## src/rtl/bb_pkg.sv

```systemverilog
package bb_pkg;

   typedef enum logic [1:0] {
      SZ_BYTE = 2'd0,
      SZ_HALF = 2'd1,
      SZ_WORD = 2'd2
   } bb_size_e;

   typedef enum logic [1:0] {
      ST_IDLE,
      ST_RD,
      ST_WR,
      ST_DONE
   } bb_state_e;

   function automatic bb_size_e bb_norm_size(input logic [1:0] code);
      case (code)
         2'd0:    return SZ_BYTE;
         2'd1:    return SZ_HALF;
         default: return SZ_WORD;
      endcase
   endfunction

endpackage

```

## src/rtl/bb_addr_map.sv

```systemverilog
module bb_addr_map
   import bb_pkg::*;
#(
   parameter int                ADDR_W    = 32,
   parameter int                SPAN_BITS = 25,
   parameter logic [ADDR_W-1:0] BACK_BASE = 32'h2000_0000
) (
   input  logic [ADDR_W-1:0] alias_addr,
   input  bb_size_e          size,
   output logic [ADDR_W-1:0] back_addr,
   output logic [4:0]        bit_idx
);
   localparam int SEL_W = SPAN_BITS - 5;

   logic [SEL_W-1:0]  word_sel;
   logic [ADDR_W-1:0] raw_addr;

   assign word_sel = alias_addr[SPAN_BITS-1:5];
   assign raw_addr = BACK_BASE | ADDR_W'(word_sel);

   always_comb begin
      case (size)
         SZ_BYTE: begin
            back_addr = raw_addr;
            bit_idx   = {2'b00, alias_addr[4:2]};
         end
         SZ_HALF: begin
            back_addr = {raw_addr[ADDR_W-1:1], 1'b0};
            bit_idx   = {1'b0, alias_addr[5:2]};
         end
         default: begin
            back_addr = {raw_addr[ADDR_W-1:2], 2'b00};
            bit_idx   = alias_addr[6:2];
         end
      endcase
   end
endmodule

```

## src/rtl/bb_bit_merge.sv

```systemverilog
module bb_bit_merge
   import bb_pkg::*;
#(
   parameter int DATA_W = 32
) (
   input  logic [DATA_W-1:0] old_data,
   input  bb_size_e          size,
   input  logic [4:0]        bit_idx,
   input  logic              set_val,
   output logic              bit_out,
   output logic [DATA_W-1:0] new_data
);
   localparam int LANES = DATA_W / 8;

   logic [LANES-1:0] lane_live;

   for (genvar l = 0; l < LANES; l++) begin : g_lane
      assign lane_live[l] = (32'(l) < (32'd1 << size));
   end

   for (genvar i = 0; i < DATA_W; i++) begin : g_bit
      logic hit;
      assign hit         = (5'(i) == bit_idx);
      assign new_data[i] = lane_live[i/8] & (hit ? set_val : old_data[i]);
   end

   assign bit_out = old_data[bit_idx];
endmodule

```

## src/rtl/bb_seq.sv

```systemverilog
module bb_seq
   import bb_pkg::*;
#(
   parameter int ADDR_W = 32,
   parameter int DATA_W = 32
) (
   input  logic              clk,
   input  logic              rst_n,
   input  logic              s_valid,
   input  logic              s_write,
   input  logic [1:0]        s_size,
   input  logic              s_set,
   input  logic [ADDR_W-1:0] map_addr,
   input  logic [4:0]        map_idx,
   output logic              s_ready,
   output logic [DATA_W-1:0] s_rdata,
   output bb_size_e          cap_size,
   output logic [4:0]        cap_idx,
   output logic              cap_set,
   input  logic              mrg_bit,
   input  logic [DATA_W-1:0] mrg_data,
   output logic              m_valid,
   input  logic              m_ready,
   output logic              m_write,
   output logic              m_lock,
   output logic [ADDR_W-1:0] m_addr,
   output logic [DATA_W-1:0] m_wdata
);
   bb_state_e         state;
   logic              cap_wr;
   logic [ADDR_W-1:0] cap_addr;
   logic              rbit_q;
   logic [DATA_W-1:0] wdat_q;

   always_ff @(posedge clk) begin
      if (!rst_n) begin
         state    <= ST_IDLE;
         cap_wr   <= 1'b0;
         cap_addr <= '0;
         cap_size <= SZ_BYTE;
         cap_idx  <= '0;
         cap_set  <= 1'b0;
         rbit_q   <= 1'b0;
         wdat_q   <= '0;
      end else begin
         case (state)
            ST_IDLE: if (s_valid) begin
               cap_wr   <= s_write;
               cap_addr <= map_addr;
               cap_size <= bb_norm_size(s_size);
               cap_idx  <= map_idx;
               cap_set  <= s_set;
               state    <= ST_RD;
            end
            ST_RD: if (m_ready) begin
               rbit_q <= mrg_bit;
               wdat_q <= mrg_data;
               state  <= cap_wr ? ST_WR : ST_DONE;
            end
            ST_WR: if (m_ready) state <= ST_DONE;
            default: state <= ST_IDLE;
         endcase
      end
   end

   assign m_valid = (state == ST_RD) || (state == ST_WR);
   assign m_write = (state == ST_WR);
   assign m_lock  = cap_wr && m_valid;
   assign m_addr  = cap_addr;
   assign m_wdata = m_write ? wdat_q : '0;
   assign s_ready = (state == ST_DONE);
   assign s_rdata = (s_ready && !cap_wr) ? DATA_W'(rbit_q) : '0;
endmodule

```

## src/rtl/bitband_bridge.sv

```systemverilog
module bitband_bridge
   import bb_pkg::*;
#(
   parameter int                ADDR_W     = 32,
   parameter int                DATA_W     = 32,
   parameter int                SPAN_BITS  = 25,
   parameter logic [ADDR_W-1:0] ALIAS_BASE = 32'h2200_0000,
   parameter logic [ADDR_W-1:0] BACK_BASE  = 32'h2000_0000
) (
   input  logic              clk,
   input  logic              rst_n,
   input  logic              s_valid,
   output logic              s_ready,
   input  logic              s_write,
   input  logic [1:0]        s_size,
   input  logic [ADDR_W-1:0] s_addr,
   input  logic [DATA_W-1:0] s_wdata,
   output logic [DATA_W-1:0] s_rdata,
   output logic              m_valid,
   input  logic              m_ready,
   output logic              m_write,
   output logic              m_lock,
   output logic [1:0]        m_size,
   output logic [ADDR_W-1:0] m_addr,
   output logic [DATA_W-1:0] m_wdata,
   input  logic [DATA_W-1:0] m_rdata
);
   localparam int BACK_SPAN = SPAN_BITS - 5;
   localparam logic [ADDR_W-1:0] ALIAS_LOW = (ADDR_W'(1) << SPAN_BITS) - 1;
   localparam logic [ADDR_W-1:0] BACK_LOW  = (ADDR_W'(1) << BACK_SPAN) - 1;

   initial begin
      assert (DATA_W == 32) else $error("bitband_bridge: DATA_W must be 32");
      assert (SPAN_BITS > 7 && SPAN_BITS < ADDR_W)
         else $error("bitband_bridge: SPAN_BITS out of range");
      assert ((ALIAS_BASE & ALIAS_LOW) == '0)
         else $error("bitband_bridge: ALIAS_BASE not aligned to window");
      assert ((BACK_BASE & BACK_LOW) == '0)
         else $error("bitband_bridge: BACK_BASE not aligned to region");
   end

   logic [ADDR_W-1:0] map_addr;
   logic [4:0]        map_idx;
   bb_size_e          cap_size;
   logic [4:0]        cap_idx;
   logic              cap_set;
   logic              mrg_bit;
   logic [DATA_W-1:0] mrg_data;

   bb_addr_map #(
      .ADDR_W(ADDR_W), .SPAN_BITS(SPAN_BITS), .BACK_BASE(BACK_BASE)
   ) u_map (
      .alias_addr(s_addr),
      .size      (bb_norm_size(s_size)),
      .back_addr (map_addr),
      .bit_idx   (map_idx)
   );

   bb_bit_merge #(.DATA_W(DATA_W)) u_merge (
      .old_data(m_rdata),
      .size    (cap_size),
      .bit_idx (cap_idx),
      .set_val (cap_set),
      .bit_out (mrg_bit),
      .new_data(mrg_data)
   );

   bb_seq #(.ADDR_W(ADDR_W), .DATA_W(DATA_W)) u_seq (
      .clk     (clk),
      .rst_n   (rst_n),
      .s_valid (s_valid),
      .s_write (s_write),
      .s_size  (s_size),
      .s_set   (s_wdata[0]),
      .map_addr(map_addr),
      .map_idx (map_idx),
      .s_ready (s_ready),
      .s_rdata (s_rdata),
      .cap_size(cap_size),
      .cap_idx (cap_idx),
      .cap_set (cap_set),
      .mrg_bit (mrg_bit),
      .mrg_data(mrg_data),
      .m_valid (m_valid),
      .m_ready (m_ready),
      .m_write (m_write),
      .m_lock  (m_lock),
      .m_addr  (m_addr),
      .m_wdata (m_wdata)
   );

   assign m_size = cap_size;
endmodule

```

## config.mk

```make
export PLATFORM = sky130hd
export DESIGN_NAME = bitband_bridge
export DESIGN_NICKNAME = d
export VERILOG_FILES = /design/src/rtl/bb_pkg.sv /design/src/rtl/bb_addr_map.sv /design/src/rtl/bb_bit_merge.sv /design/src/rtl/bb_seq.sv /design/src/rtl/bitband_bridge.sv
export SDC_FILE = /design/constraint.sdc
export NUM_CORES = 1
export LEC_CHECK = 0
export BUFFER_PORTS_ARGS = -buffer_cell sky130_fd_sc_hd__buf_2
export CORE_MARGIN = 3
export CORE_UTILIZATION = 33
export DETAILED_ROUTE_END_ITERATION = 6
export GPL_TIMING_DRIVEN = 0
export PLACE_DENSITY_LB_ADDON = 0.2
export RECOVER_POWER = 50
export SLEW_MARGIN = 0
export SYNTH_ARGS = -nofsm -noshare
export SYNTH_HDL_FRONTEND = slang
export SYNTH_SLANG_ARGS = --single-unit
```

## constraint.sdc

```tcl
create_clock -name clk -period 2.4 [get_ports clk]
set_input_delay 0.36 -clock clk [delete_from_list [all_inputs] [get_ports clk]]
set_output_delay 0.36 -clock clk [all_outputs]
set_load 0.005 [all_outputs]
```

==> impl_metrics.json <==
{
  "status": "finished, final reports clean",
  "grt_pass1_vias": 3658,
  "ant_nets": 0,
  "critPathKind": "flop to primary output",
  "die_area_sq_um": 13000,
  "setup_viol": 0,
  "wire_per_inst_um": 14.8,
  "syn-mean-instance-area_sq_um": 8.19,
  "ctsResizeCount": 0,
  "critPathMaxFanout": 10,
  "synth_seq_area_share": 0.337,
  "internal-power_mw": 2.63,
  "cts-root-buf": "clkbuf_16",
  "clock-sinks": 65,
  "antenna_found_initial": 0,
  "pwr-share-clk": 0.363,
  "worstSkewPairLatency_ns": 0.33,
  "synth_area_leaders": "dfxtp_1 (34%), buf_4 (8.4%), nand2_1 (8.3%)",
  "tightest_slew_ns": 0.624,
  "drc": 0,
  "final_util": 0.458,
  "gp_congestion": 0.866,
  "synth.distinct_cells": 42,
  "worstHoldPathType": "input port to flop",
  "crit_path_cell_trace": "inv_1, ha_1, clkbuf_1, and2_1, buf_2",
  "setup_tns_ns": 0,
  "postCtsSetupBuffers": 0,
  "clk_path_buf_depth": 2,
  "wl_um": 11700,
  "synthFlopType": "dfxtp_1",
  "syn2layout_area_growth_pct": 32.1,
  "synthTopCellsByCount": "nand2_1 (85), dfxtp_1 (65), buf_4 (43), a21boi_0 (39)",
  "required_ns": 2.04,
  "fin_hold_ws_ns": 0.269,
  "peakVddDrop_mv": 0.306,
  "yosysTopAreaCellShare": 0.337,
  "switching_share": 0.346,
  "start_util": 0.347,
  "cp.arrival_ns": 1.84,
  "dp_hpwl_um": 9130,
  "power.leakage_nw": 2.40,
  "clk_pin_slew_worst_paths_ns": 0.06,
  "fin_area_sq_um": 5090,
  "cts_tree": "yes",
  "synth_edf_count": 0,
  "vias": 3718,
  "grt_remaining_overflow": 0,
  "min_period_ns": 2.20,
  "die_y_um": 114,
  "htreeDepth": 3,
  "ys_ff_latch": 65,
  "portBuffers": 121,
  "drv_cap": 0,
  "grt_pass1_wl_um": 18400,
  "synth_most_common_cell": "nand2_1",
  "rsz0062_at_grt": "no",
  "hold_violations": 0,
  "cp-end-kind": "primary output",
  "synth_area_sq_um": 3860,
  "seqPwrFrac": 0.331,
  "drtIter0Drc": 156,
  "ys_async_sr_fraction": 0,
  "viasPerCell": 4.71,
  "skew_ns": 0.00526,
  "io_pins": 205,
  "critPathLaunchType": "flop",
  "drv_slew": 0,
  "powerDensity_nw_per_um2": 787,
  "drive_gt1_frac": 0.285,
  "yosys.area.top_type": "dfxtp_1",
  "switching_power_mw": 1.39,
  "max_freq_mhz": 455,
  "nNetsFinal": 753,
  "finalCritPeriodShare": 0.915,
  "numCtsBuffers": 9,
  "synth_warnings": 0,
  "grt_usage": 0.180,
  "antenna_cells": 0,
  "p_comb_frac": 0.306,
  "slowest_stage": "clkbuf_1",
  "postPlaceCellArea_sq_um": 4790,
  "cp_slowest_stage_delay_ns": 0.38,
  "grt_max_degree": 14,
  "num_rows": 38,
  "drt_first_pass_iters": 4,
  "hold_buffers": 0,
  "slew_headroom": 0.581,
  "netlist_instances": 471,
  "core-area_sq_um": 11100,
  "die_w_um": 114
}
[routing by layer]
metal	global-route usage	wire (um)
met5	0	0
met4	0.0594	187
met3	0.0486	896
met2	0.290	5560
met1	0.233	5020
[metrics by stage]
step | cells | setup WS [ns] | total power [mW]
floorplan | 512 | 0.778 | 2.15
detailed placement | 773 | 0.331 | 2.60
CTS | 789 | 0.160 | 4.06
finish | 789 | 0.204 | 4.01
global placement | 773 | 0.428 | 2.56
global route | 789 | 0.0186 | 4.26
[layout by cell type (no fill, tap or decap), drive strengths merged, types with 3 or more instances in the layout]
cell | Yosys | routed
a211o | 12 | 12
a211oi | 14 | 14
a21boi | 41 | 41
a21oi | 36 | 36
and2 | 37 | 37
buf | 57 | 161
clkbuf | 20 | 46
conb | 1 | 42
dfxtp | 65 | 65
ha | 6 | 6
inv | 4 | 6
mux2i | 5 | 5
mux4 | 6 | 6
nand2 | 85 | 85
nand3 | 20 | 20
nand3b | 3 | 3
nor2 | 7 | 7
nor2b | 16 | 16
nor3 | 7 | 7
o211a | 8 | 8
[worst max-delay path, delay by kind of cell, from the launching register on]
family | cells | cell delay [ns]
adder cells (fa/ha/maj) | 1 | 0.32
buffers and inverters | 3 | 0.62
flip-flops | 1 | 0.35
AND/OR/NAND/NOR | 1 | 0.21
[state kept, by name, indices dropped and copies added (netlist names)]
register and cells:
u_seq.rbit_q 1, u_seq.cap_set 1, u_seq.state 2, u_seq.cap_wr 1
u_seq.wdat_q 32, u_seq.m_addr 21, u_seq.cap_idx 5, u_seq.cap_size 2
[path summary, 6_finish.rpt]
kind                                         to  depth (start not counted)                           from  slack [ns]
setup / recovery                    m_wdata[24]                          5    u_seq.state[0]$_SDFFE_PN0P_        0.20
hold / removal     u_seq.m_addr[6]$_SDFFE_PN0P_                          3                     s_addr[11]        0.27
setup reg to reg  u_seq.wdat_q[24]$_SDFFE_PN0P_                          6  u_seq.cap_idx[0]$_SDFFE_PN0P_        0.26
hold reg to reg   u_seq.wdat_q[21]$_SDFFE_PN0P_                          2  u_seq.wdat_q[21]$_SDFFE_PN0P_        0.46
[kinds of logic after synthesis]
group	Yosys count	share of synthesized area
and+or+nand+nor	186	0.241
DFF	65	0.337
other	1	0.000972
AOI/OAI and AO/OA	121	0.220
buffers and inverters	81	0.128
muxes	11	0.0529
adders and majority gates	6	0.0195
[area by class of cell]
cell class | count | area (sq um)
Buffer | 77 | 467
Inverter | 4 | 15.0
Clock inverter | 7 | 103
Clock buffer | 9 | 225
Sequential cell | 65 | 1300
Tap cell | 140 | 175
Fill cell | 1164 | 6030
Multi-Input combinational cell | 366 | 2220
Timing Repair Buffer | 121 | 593
[power by group through the flow]
stage | registers (mW) | clock network [mW] | logic, mW
after floorplan | 1.34 | 0 | 0.810
after global placement | 1.34 | 0 | 1.22
after detailed placement | 1.35 | 0 | 1.25
after CTS | 1.33 | 1.48 | 1.25
after global routing | 1.35 | 1.52 | 1.38
final | 1.33 | 1.46 | 1.23
(Power assumes the default switching activity.)
